===== src/rtl/hybrid_decode_seq.sv =====
module hybrid_decode_seq #(
  parameter int ITW       = 8,
  parameter int OUTER_DEF = 40,
  parameter int INNER_DEF = 5
) (
  input  logic           clk,
  input  logic           rst_n,
  input  logic           frame_start,
  input  logic           cfg_wr,
  input  logic [ITW-1:0] cfg_outer_iters,
  input  logic [ITW-1:0] cfg_inner_iters,
  output logic           outer_start,
  output logic [ITW-1:0] outer_iters,
  input  logic           outer_done,
  input  logic           outer_valid,
  input  logic           outer_trapped,
  output logic           inner_start,
  output logic [ITW-1:0] inner_iters,
  input  logic           inner_done,
  output logic           mod_start,
  output logic [1:0]     mod_mode,
  input  logic           mod_done,
  output logic [1:0]     llr_route,
  output logic           done,
  output logic           final_ok,
  output logic [2:0]     final_stage
);

  localparam logic [ITW-1:0] OUTER_RST = ITW'(OUTER_DEF);
  localparam logic [ITW-1:0] INNER_RST = ITW'(INNER_DEF);

  typedef enum logic [2:0] {
    S_IDLE, S_OUTER1, S_INNER, S_PIN, S_FLIP, S_OK, S_FAIL
  } st_t;

  st_t  state;
  logic sub;
  logic accept;

  assign accept    = (state == S_IDLE) || (state == S_OK) || (state == S_FAIL);
  assign llr_route = (state == S_INNER) ? 2'd1 :
                     (state == S_PIN || state == S_FLIP) ? 2'd2 : 2'd0;
  assign mod_mode  = (state == S_PIN) ? 2'd1 : (state == S_FLIP) ? 2'd2 : 2'd0;

  always_ff @(posedge clk) begin
    if (!rst_n) begin
      state       <= S_IDLE;
      sub         <= 1'b0;
      outer_start <= 1'b0;
      inner_start <= 1'b0;
      mod_start   <= 1'b0;
      done        <= 1'b0;
      final_ok    <= 1'b0;
      final_stage <= 3'd0;
      outer_iters <= OUTER_RST;
      inner_iters <= INNER_RST;
    end else begin
      outer_start <= 1'b0;
      inner_start <= 1'b0;
      mod_start   <= 1'b0;
      done        <= 1'b0;
      if (cfg_wr && accept) begin
        outer_iters <= cfg_outer_iters;
        inner_iters <= cfg_inner_iters;
      end
      case (state)
        S_IDLE, S_OK, S_FAIL: begin
          if (frame_start) begin
            state       <= S_OUTER1;
            outer_start <= 1'b1;
            final_ok    <= 1'b0;
            final_stage <= 3'd0;
          end
        end
        S_OUTER1: begin
          if (outer_done) begin
            if (outer_valid) begin
              state       <= S_OK;
              done        <= 1'b1;
              final_ok    <= 1'b1;
              final_stage <= 3'd1;
            end else begin
              state       <= S_INNER;
              inner_start <= 1'b1;
            end
          end
        end
        S_INNER: begin
          if (inner_done) begin
            state     <= S_PIN;
            sub       <= 1'b0;
            mod_start <= 1'b1;
          end
        end
        S_PIN, S_FLIP: begin
          if (!sub && mod_done) begin
            sub         <= 1'b1;
            outer_start <= 1'b1;
          end else if (sub && outer_done) begin
            if (outer_valid) begin
              state       <= S_OK;
              done        <= 1'b1;
              final_ok    <= 1'b1;
              final_stage <= (state == S_PIN) ? 3'd3 : 3'd4;
            end else if (state == S_PIN && outer_trapped) begin
              state     <= S_FLIP;
              sub       <= 1'b0;
              mod_start <= 1'b1;
            end else begin
              state       <= S_FAIL;
              done        <= 1'b1;
              final_stage <= (state == S_PIN) ? 3'd3 : 3'd4;
            end
          end
        end
        default: state <= S_IDLE;
      endcase
    end
  end

endmodule


===== config.mk =====
export PLATFORM = sky130hd
export DESIGN_NAME = hybrid_decode_seq
export DESIGN_NICKNAME = d
export VERILOG_FILES = /design/src/rtl/hybrid_decode_seq.sv
export SDC_FILE = /design/constraint.sdc
export NUM_CORES = 1
export LEC_CHECK = 0
export CAP_MARGIN = 20
export CORE_ASPECT_RATIO = 1.25
export CORE_MARGIN = 2
export CORE_UTILIZATION = 47
export CTS_CLUSTER_DIAMETER = 60
export CTS_CLUSTER_SIZE = 28
export DETAILED_ROUTE_END_ITERATION = 10
export PLACE_DENSITY = 0.85
export SLEW_MARGIN = 5
export SYNTH_ARGS = -nofsm -noshare
export SYNTH_HDL_FRONTEND = slang
export SYNTH_SLANG_ARGS = --single-unit

===== constraint.sdc =====
create_clock -name clk -period 2.4 [get_ports clk]
set_input_delay 0.48 -clock clk [delete_from_list [all_inputs] [get_ports clk]]
set_output_delay 0.48 -clock clk [all_outputs]
set_load 0.1 [all_outputs]

# Word-level counts from Yosys, hierarchy flattened

Cells that the tools add are included.

Register bits after elaboration: 28
Bits of input ports: 25
Output and inout bits: 28

Equal/unequal tests: 16
Reduce and logical (&&, ||, !) cells: 18
Muxes and demuxes: 51

Operators by type and width:

| kind                                                                  | number |
|---|---|
| 3-bit two-way mux                                                     | 14 |
| 1-bit two-way mux                                                     | 24 |
| 5-bit AND reduction                                                   | 3 |
| 2-bit two-way mux                                                     | 6 |
| 2-bit inequality test, second input constant                          | 6 |
| 3-bit inequality test, second input constant                          | 4 |
| 3-bit one-hot mux with 4 select lines                                 | 1 |
| 3-bit equality test, second input constant                            | 3 |
| 3-bit one-hot mux with 3 select lines                                 | 1 |
| 1-bit one-hot mux with 2 select lines                                 | 4 |
| 7-bit AND reduction                                                   | 1 |
| 3-bit by 2-bit equality test with 1-bit output, second input constant | 2 |
| 1-bit logical AND                                                     | 4 |
| 3-bit by 1-bit equality test with 1-bit output, second input constant | 1 |
| 3-bit logical NOT                                                     | 1 |
| 1-bit logical OR                                                      | 3 |
| 1-bit one-hot mux with 3 select lines                                 | 1 |
| 3-bit AND reduction                                                   | 1 |
| 3-bit nonzero test                                                    | 1 |
| 3-bit OR reduction                                                    | 1 |
| 2-bit nonzero test                                                    | 1 |
| 2-bit OR reduction                                                    | 1 |
| 1-bit logical NOT                                                     | 1 |

# Depth between registers and ports, before layout

Gate-level depths: netlist of run 1.

Depth in word-level cells: 7
Mapped depth: 8
Mapped depth without buffers: 6

# Least setup slack after synthesis of run 1

No wires, ideal clock.

Path kind: reg2reg
Start point: register state[0]
End point: register sub
Path slack: -0.873 ns
Data arrival time: 3.151 ns
Setup time: 0.122 ns
Required time: 2.278 ns
Stages on the path, launching flop included: 7
Cell sequence: dfxtp_1 buf_6 clkbuf_1 nor3_1 nand2_1 nand3b_1 a21oi_1

Word-level cells in the longest chain between the ends: 4

Ends and longest elaborated chain:

| element                                                                               | RTL line | RTL |
|---|---|---|
| from (decl)                                                                           | 36       | `st_t state;` |
| from (signal assigned)                                                                | 47       | `state <= S_IDLE;` |
| from (signal assigned)                                                                | 69       | `state <= S_OUTER1;` |
| from (signal assigned)                                                                | 78       | `state <= S_OK;` |
| 3-bit by 2-bit equality test with 1-bit output or 3-bit equality test (tied branches) | 66, 105  |  |
| 2-bit OR reduction or 1-bit logical AND (tied branches)                               | 66, 105  |  |
| 3-bit inequality test (no source line) or 2-bit nonzero test (tied branches)          | --       |  |
| 5-bit AND reduction (no source line)                                                  | --       |  |
| to (signal assigned)                                                                  | 91       | `sub <= 1'b0;` |
| to (signal assigned)                                                                  | 97       | `sub <= 1'b1;` |
| to (signal assigned)                                                                  | 107      | `sub <= 1'b0;` |
| to (decl)                                                                             | 37       | `logic sub;` |

Several ways; a longest one is shown, not always the timed one.
A chain may end at the register's enable or synchronous reset.

# Worst setup path in the final report of run 1

Start point: register state[1]
End point: output llr_route[1]

Word-level cells in the longest chain between the ends: 4

Ends and longest elaborated chain:

| element                                                                               | RTL line | RTL |
|---|---|---|
| 3-bit by 2-bit equality test with 1-bit output or 3-bit equality test (tied branches) | 42       | `(state == S_PIN \|\| state == S_FLIP) ? 2'd2 : 2'd0;` |
| 1-bit logical OR                                                                      | 42       |  |
| 2-bit two-way mux                                                                     | 42       |  |
| 2-bit two-way mux *                                                                   | 41       | `assign llr_route = (state == S_INNER) ? 2'd1 :` |
| to (decl)                                                                             | 23       | `output logic [1:0] llr_route,` |

Every way passes the cells marked *; elsewhere a longest branch is shown, timed or not.

==> results of run 1 <==
[registers in the layout, summed over array words and instances, names as in the netlist]
signal / cells
final_ok: 1
mod_start: 1
inner_start: 1
sub: 1
state: 3
inner_iters: 8
outer_iters: 8
done: 1
outer_start: 1
final_stage: 3
[cells in the final DEF (no fill, tap or decap), types with 2 or more instances in the layout]
cell type                         count
sky130_fd_sc_hd__inv_1                4
sky130_fd_sc_hd__o21ai_0              5
sky130_fd_sc_hd__buf_12               4
sky130_fd_sc_hd__nand4b_1             2
sky130_fd_sc_hd__nand2_1             19
sky130_fd_sc_hd__mux2i_1             18
sky130_fd_sc_hd__nor2_1              17
sky130_fd_sc_hd__nand3b_1             3
sky130_fd_sc_hd__dfxtp_1             28
sky130_fd_sc_hd__o211ai_1             3
sky130_fd_sc_hd__clkbuf_4             3
sky130_fd_sc_hd__a211oi_1             2
sky130_fd_sc_hd__a21boi_0             2
sky130_fd_sc_hd__buf_4               31
sky130_fd_sc_hd__clkdlybuf4s50_1     24
sky130_fd_sc_hd__nor2b_1              3
sky130_fd_sc_hd__nand3_1              3
sky130_fd_sc_hd__o22ai_1              2
sky130_fd_sc_hd__a22o_1               2
sky130_fd_sc_hd__a21boi_1             2
sky130_fd_sc_hd__a21oi_1              2
[power groups by stage]
stage	clock network (mW)	logic [mW]	registers [mW]
global placement	0	1.28	0.611
floorplan	0	0.589	1.04
finish	0.221	1.30	0.605
CTS	0.232	1.31	0.605
detailed placement	0	1.30	0.616
global route	0.250	1.37	0.616
[kinds of logic (layout without fill, tap and decap cells)]
kind of cell,count (synthesis),after routing,synth area share
adder cells (fa/ha/maj),1,1,0.00715
multiplexers,18,18,0.129
XOR/XNOR,1,1,0.00626
flip-flops,28,28,0.400
buffers and inverters,16,69,0.0679
AND/OR/NAND/NOR,58,58,0.206
AO/OA/AOI/OAI,33,33,0.183
[how the worst min path moves through the flow]
stage / endpoint / cells past startpoint / slack, ps / from
after detailed placement: final_stage[1] / 2 / 470 / final_stage[1]
after global placement: final_stage[1] / 2 / 440 / final_stage[1]
final: final_stage[1] / 2 / 490 / final_stage[1]
after global routing: outer_iters[5] / 2 / 530 / outer_iters[5]
after floorplan: sub / 2 / 540 / sub
after CTS: final_stage[1] / 2 / 490 / final_stage[1]
[stage by stage]
step	std cells	area, µm²	setup slack, ps	hold slack, ps	power (mW)
finish	244	1970	250	491	2.13
detailed placement	240	1940	203	469	1.92
CTS	244	1970	236	495	2.14
global route	244	1970	191	529	2.24
floorplan	155	1410	57.2	543	1.63
global placement	240	1940	289	444	1.89
[metal layers]
| layer | up-vias | wire (µm) |
|---|---|---|
| li1 | 658 | - |
| met1 | 597 | 1400 |
| met2 | 49 | 1770 |
| met3 | 4 | 209 |
| met4 | 0 | 29 |
| met5 | - | 0 |
[worst max-delay path, delay by kind of cell (launching register included)]
kind / cells / cell delay [ps]
DFF: 1 / 420
buffers and inverters: 1 / 190
and+or+nand+nor: 2 / 740
[area by class of cell]
class	count	area, µm²	share of cell area
Clock buffer	4	36.3	0.0184
Inverter	6	27.5	0.0140
Multi-Input combinational cell	111	749	0.380
Sequential cell	28	561	0.284
Tap cell	36	45.0	0.0228
Timing Repair Buffer	59	553	0.280
==> run_summary.xml, run 1 <==
<?xml version="1.0" encoding="UTF-8"?>
<metrics>
  <group name="setup_path">
    <metric name="r2r.worst_path.cells" unit="">6</metric>
    <metric name="cp_slowest_cell" unit="">sky130_fd_sc_hd__or3b_1</metric>
    <metric name="worstSetupStartpointType" unit="">register</metric>
    <metric name="r2r_start" unit="">state[1]</metric>
    <metric name="path_cells" unit="">or3b_1, nand2_1, buf_12</metric>
    <metric name="regToRegSetupSlack" unit="ps">500</metric>
    <metric name="crit_path_max_incr_delay" unit="ps">540</metric>
    <metric name="critical_path_arrival" unit="ps">1670</metric>
    <metric name="timing.critical_path.to" unit="">llr_route[1]</metric>
    <metric name="worstSetupPathType" unit="">register to output port</metric>
    <metric name="regToRegEndpoint" unit="">state[0]</metric>
    <metric name="cp-startpoint" unit="">state[1]</metric>
    <metric name="worst_ep_required_time" unit="ps">1920</metric>
    <metric name="critical_path.max_fanout" unit="">10</metric>
    <metric name="worst_setup_path_end_kind" unit="">output port</metric>
  </group>
  <group name="pwr">
    <metric name="cellPowerDensity" unit="nW/µm²">1080</metric>
    <metric name="pwr-share-clk" unit="">0.104</metric>
    <metric name="switching_share" unit="">0.506</metric>
    <metric name="power.static_leakage" unit="nW">0.887</metric>
    <metric name="switching_power" unit="mW">1.08</metric>
    <metric name="seq_power_share" unit="">0.284</metric>
    <metric name="share_comb_of_total_power" unit="">0.612</metric>
    <metric name="worst_ir_drop_vdd" unit="mV">0.780</metric>
    <metric name="power.internal" unit="mW">1.05</metric>
  </group>
  <group name="place">
    <metric name="gpl.final_weighted_congestion" unit="">0.942</metric>
    <metric name="buffer_ports.inserted" unit="">52</metric>
    <metric name="detailed_place_hpwl" unit="µm">2700</metric>
  </group>
  <group name="route">
    <metric name="drt_wl_total" unit="µm">3410</metric>
    <metric name="drtAntennaViolNets" unit="">0</metric>
    <metric name="drt-vias-per-instance" unit="">5.36</metric>
    <metric name="drtPass1Iterations" unit="">4</metric>
    <metric name="first_drt_iteration_drcs" unit="">20</metric>
    <metric name="avgRoutedWirePerCell" unit="µm">14.0</metric>
    <metric name="detailroute.via_count" unit="">1308</metric>
    <metric name="drc" unit="">0</metric>
  </group>
  <group name="grt">
    <metric name="grt_start_max_net_pins" unit="">19</metric>
    <metric name="first_pass_grt_wire_length" unit="µm">5620</metric>
    <metric name="top_usage_layer" unit="">met2</metric>
    <metric name="grt_pass1_vias" unit="">1356</metric>
    <metric name="grt_util_met1" unit="">0.229</metric>
    <metric name="grt_usage" unit="">0.215</metric>
    <metric name="grt.met3_usage" unit="">0.0346</metric>
    <metric name="total_congestion_overflow" unit="">0</metric>
    <metric name="antenna_found_initial" unit="">0</metric>
    <metric name="gr-usage-met2" unit="">0.414</metric>
  </group>
  <group name="die">
    <metric name="design.die.area" unit="µm²">3430</metric>
    <metric name="horizontal_extent_of_the_die" unit="µm">52.8</metric>
    <metric name="initial_core_util" unit="">0.484</metric>
    <metric name="rows" unit="">22</metric>
    <metric name="ioPinCount" unit="">53</metric>
    <metric name="core_region_area" unit="µm²">2890</metric>
    <metric name="floorplan.die.height" unit="µm">65.0</metric>
  </group>
  <group name="sta">
    <metric name="rsz_0062_raised_after_global_routing" unit="">no</metric>
    <metric name="timing.setup.tns" unit="ps">0</metric>
    <metric name="final.setup_skew" unit="ps">11.9</metric>
    <metric name="finalCriticalPeriod" unit="ps">2150</metric>
    <metric name="timing.slew.headroom" unit="">0.771</metric>
    <metric name="fmax" unit="MHz">465</metric>
    <metric name="hold_violation_total_from_the_final_report" unit="">0</metric>
    <metric name="setup_violating_endpoint_count_in_the_final_report" unit="">0</metric>
    <metric name="finalMaxSlewViolations" unit="">0</metric>
    <metric name="transition_time_at_the_pin_with_the_least_slew_margin" unit="ps">342</metric>
    <metric name="finalCritPeriodShare" unit="">0.896</metric>
  </group>
  <group name="cts">
    <metric name="hold_buffers" unit="">0</metric>
    <metric name="post-cts-setup-buffers" unit="">0</metric>
    <metric name="cts.clk_slew.worst_paths" unit="ps">140</metric>
    <metric name="clock_tree_from_tritoncts" unit="">yes</metric>
    <metric name="cts_max_path_buffers" unit="">2</metric>
    <metric name="root_buffer" unit="">sky130_fd_sc_hd__clkbuf_4</metric>
    <metric name="cts_repair_resize_count" unit="">0</metric>
    <metric name="clkLatencyLatePin" unit="ps">320</metric>
    <metric name="clock_sinks" unit="">28</metric>
    <metric name="cts_made_buffers" unit="">3</metric>
    <metric name="htreeDepth" unit="">1</metric>
  </group>
  <group name="cells_and_area">
    <metric name="flow.area_growth_from_synthesis" unit="%">40.8</metric>
    <metric name="layout.filler_cells" unit="">247</metric>
    <metric name="post-route-util" unit="">0.682</metric>
    <metric name="fin_nets" unit="">234</metric>
    <metric name="drive_gt1_frac" unit="">0.226</metric>
    <metric name="antenna_cells_inserted" unit="">0</metric>
  </group>
  <group name="synth">
    <metric name="synth_async_sr_flop_share" unit="">0</metric>
    <metric name="postSynthCellCount" unit="">155</metric>
    <metric name="synthDominantCellAreaShare" unit="">0.400</metric>
    <metric name="ys.flop_type" unit="">sky130_fd_sc_hd__dfxtp_1</metric>
    <metric name="synth_common_cells" unit="">sky130_fd_sc_hd__dfxtp_1, sky130_fd_sc_hd__nand2_1, sky130_fd_sc_hd__mux2i_1</metric>
    <metric name="synthesized_cell_area" unit="µm²">1400</metric>
    <metric name="synth_cell_type_count" unit="">47</metric>
    <metric name="synth_sequential_area_ratio" unit="">0.400</metric>
    <metric name="synth.area.top_cells" unit="">sky130_fd_sc_hd__dfxtp_1, sky130_fd_sc_hd__mux2i_1, sky130_fd_sc_hd__nand2_1</metric>
    <metric name="postSynthAreaPerCell" unit="µm²">9.03</metric>
    <metric name="synth_area_leader_cell" unit="">sky130_fd_sc_hd__dfxtp_1</metric>
    <metric name="yosysWarningCount" unit="">0</metric>
    <metric name="synth_edf_count" unit="">0</metric>
    <metric name="yosys.cell_count.top_type" unit="">sky130_fd_sc_hd__dfxtp_1</metric>
    <metric name="synth_seq_cells" unit="">28</metric>
    <metric name="synth_fp_nets" unit="">180</metric>
  </group>
  <group name="run_status">
    <metric name="status" unit="">finished clean</metric>
  </group>
  <group name="job">
    <metric name="max_cap_violations" unit="">0</metric>
  </group>
  <group name="min_path">
    <metric name="worst_min_delay_path_class" unit="">register to register</metric>
  </group>
</metrics>
(Power assumes the default switching activity.)
==> run 2: changes to the inputs <==
- REMOVE_ABC_BUFFERS: default -> 1
==> run 2 against run 1 <==
Effect of this change:
- clock-buffer cell count is the same
- non-clock buffer count rose by 1
- via count is 4.2% higher
- die area stayed put
- power up 0.91%
- worst hold slack better by 5.1 ps
- register-to-register slack gained 40 ps
- critical endpoint unchanged
- highest routed layer unchanged
==> run_summary.xml, run 2 (synthesized netlist as in run 1, its figures left out) <==
<?xml version="1.0" encoding="UTF-8"?>
<metrics>
  <group name="cells_and_area">
    <metric name="reg_top3" unit="">inner_iters: 8 flops, outer_iters: 8 flops</metric>
    <metric name="post-route-util" unit="">0.683</metric>
    <metric name="layout.cells.most_common" unit="">sky130_fd_sc_hd__buf_4</metric>
    <metric name="layout.cells.most_common_list" unit="">sky130_fd_sc_hd__buf_4, sky130_fd_sc_hd__dfxtp_1, sky130_fd_sc_hd__clkdlybuf4s50_1</metric>
    <metric name="antenna_cells_inserted" unit="">0</metric>
    <metric name="fin_nets" unit="">235</metric>
    <metric name="flow.area_growth_from_synthesis" unit="%">41.0</metric>
    <metric name="drive_gt1_frac" unit="">0.225</metric>
  </group>
  <group name="setup_path">
    <metric name="worst_ep_required_time" unit="ps">1920</metric>
    <metric name="critical_path.max_fanout" unit="">7</metric>
    <metric name="worstSetupPathType" unit="">register to output port</metric>
    <metric name="worst_setup_path_end_kind" unit="">output port</metric>
    <metric name="regToRegSetupSlack" unit="ps">540</metric>
    <metric name="regToRegEndpoint" unit="">state[0]</metric>
    <metric name="r2r_start" unit="">state[0]</metric>
    <metric name="critical_path_arrival" unit="ps">1680</metric>
    <metric name="r2r.worst_path.cells" unit="">6</metric>
    <metric name="cp-startpoint" unit="">state[0]</metric>
    <metric name="worstSetupStartpointType" unit="">register</metric>
  </group>
  <group name="place">
    <metric name="gpl.final_weighted_congestion" unit="">0.882</metric>
    <metric name="buffer_ports.inserted" unit="">52</metric>
    <metric name="detailed_place_hpwl" unit="µm">2910</metric>
    <metric name="place_ws" unit="ps">229</metric>
  </group>
  <group name="route">
    <metric name="drt_wl_total" unit="µm">3690</metric>
    <metric name="drtAntennaViolNets" unit="">0</metric>
    <metric name="detailroute.via_count" unit="">1363</metric>
    <metric name="first_drt_iteration_drcs" unit="">22</metric>
    <metric name="drt-vias-per-instance" unit="">5.56</metric>
    <metric name="avgRoutedWirePerCell" unit="µm">15.1</metric>
    <metric name="drtPass1Iterations" unit="">4</metric>
    <metric name="drc" unit="">0</metric>
  </group>
  <group name="grt">
    <metric name="antenna_found_initial" unit="">0</metric>
    <metric name="first_pass_grt_wire_length" unit="µm">5670</metric>
    <metric name="grt_start_max_net_pins" unit="">19</metric>
    <metric name="grt_pass1_vias" unit="">1227</metric>
    <metric name="total_congestion_overflow" unit="">0</metric>
    <metric name="grt_usage" unit="">0.219</metric>
  </group>
  <group name="pwr">
    <metric name="switching_share" unit="">0.510</metric>
    <metric name="power.total" unit="mW">2.15</metric>
    <metric name="power.static_leakage" unit="nW">0.890</metric>
    <metric name="switching_power" unit="mW">1.10</metric>
    <metric name="pwr-share-clk" unit="">0.106</metric>
    <metric name="seq_power_share" unit="">0.280</metric>
    <metric name="power.internal" unit="mW">1.05</metric>
    <metric name="share_comb_of_total_power" unit="">0.613</metric>
    <metric name="worst_ir_drop_vdd" unit="mV">0.699</metric>
    <metric name="cellPowerDensity" unit="nW/µm²">1090</metric>
  </group>
  <group name="sta">
    <metric name="final.setup_skew" unit="ps">1.44</metric>
    <metric name="fin_hold_ws" unit="ps">496</metric>
    <metric name="fmax" unit="MHz">463</metric>
    <metric name="finalCritPeriodShare" unit="">0.899</metric>
    <metric name="transition_time_at_the_pin_with_the_least_slew_margin" unit="ps">429</metric>
    <metric name="rsz_0062_raised_after_global_routing" unit="">no</metric>
    <metric name="finalCriticalPeriod" unit="ps">2160</metric>
    <metric name="final.setup.worst_slack" unit="ps">242</metric>
    <metric name="timing.setup.tns" unit="ps">0</metric>
    <metric name="hold_violation_total_from_the_final_report" unit="">0</metric>
    <metric name="finalMaxSlewViolations" unit="">0</metric>
    <metric name="setup_violating_endpoint_count_in_the_final_report" unit="">0</metric>
    <metric name="timing.slew.headroom" unit="">0.712</metric>
  </group>
  <group name="cts">
    <metric name="cts.clk_slew.worst_paths" unit="ps">150</metric>
    <metric name="cts_repair_resize_count" unit="">0</metric>
    <metric name="root_buffer" unit="">sky130_fd_sc_hd__clkbuf_4</metric>
    <metric name="post-cts-setup-buffers" unit="">0</metric>
    <metric name="clkLatencyLatePin" unit="ps">320</metric>
    <metric name="htreeDepth" unit="">1</metric>
    <metric name="cts_max_path_buffers" unit="">2</metric>
    <metric name="clock_tree_from_tritoncts" unit="">yes</metric>
    <metric name="cts_made_buffers" unit="">3</metric>
    <metric name="hold_buffers" unit="">0</metric>
    <metric name="clock_sinks" unit="">28</metric>
  </group>
  <group name="min_path">
    <metric name="min_delay_worst_endpoint" unit="">final_stage[2]</metric>
    <metric name="worstHoldStart" unit="">final_stage[2]</metric>
    <metric name="worst_min_delay_path_class" unit="">register to register</metric>
    <metric name="hold_depth" unit="">2</metric>
  </group>
  <group name="die">
    <metric name="horizontal_extent_of_the_die" unit="µm">52.8</metric>
    <metric name="design.die.area" unit="µm²">3430</metric>
    <metric name="rows" unit="">22</metric>
    <metric name="initial_core_util" unit="">0.484</metric>
    <metric name="ioPinCount" unit="">53</metric>
    <metric name="floorplan.die.height" unit="µm">65.0</metric>
    <metric name="core_region_area" unit="µm²">2890</metric>
  </group>
  <group name="run_status">
    <metric name="status" unit="">finished clean</metric>
  </group>
  <group name="job">
    <metric name="max_cap_violations" unit="">0</metric>
  </group>
</metrics>
-- run 2: power groups by stage --
| stage | Sequential, mW | Combinational, mW | Clock (mW) |
|---|---|---|---|
| 2_1_floorplan | 1.08 | 0.489 | 0 |
| 3_3_place_gp | 0.607 | 1.29 | 0 |
| 3_5_place_dp | 0.612 | 1.31 | 0 |
| 4_1_cts | 0.601 | 1.32 | 0.234 |
| 5_1_grt | 0.612 | 1.38 | 0.252 |
| 6_report | 0.602 | 1.32 | 0.228 |
-- run 2: per-stage QoR --
stage,instances,cell area [µm²]
after CTS,245,1970
after global routing,245,1970
final,245,1970
after detailed placement,241,1940
after floorplan,145,1330
after global placement,241,1940
-- run 2: critical path, cell delays in order (launching register included) --
cell                      delay (ps)
sky130_fd_sc_hd__dfxtp_1         400
sky130_fd_sc_hd__or3b_1          560
sky130_fd_sc_hd__nand2_1         210
sky130_fd_sc_hd__buf_12          190
-- run 2: worst max path at each step --
stage	endpoint	slack, ps	cells after the start
floorplan	sub	-1020	5
global placement	state[0]	280	6
detailed placement	state[1]	230	6
CTS	llr_route[1]	240	3
global route	llr_route[1]	170	3
finish	llr_route[1]	240	3
-- run 2: layout make-up --
| class | instances | area (µm²) |
|---|---|---|
| clock buffer | 4 | 36.3 |
| fill | 244 | 916 |
| inverter | 6 | 27.5 |
| multi-input combinational | 111 | 744 |
| sequential | 28 | 561 |
| tap | 36 | 45.0 |
| timing repair buffer | 60 | 561 |
-- run 2: layer usage --
| metal | GRT usage | vias up | wire (µm) |
|---|---|---|---|
| li1 | - | 662 | - |
| met1 | 0.257 | 636 | 1450 |
| met2 | 0.395 | 57 | 1890 |
| met3 | 0.0392 | 8 | 283 |
| met4 | 0.0609 | 0 | 68 |
| met5 | 0 | - | 0 |
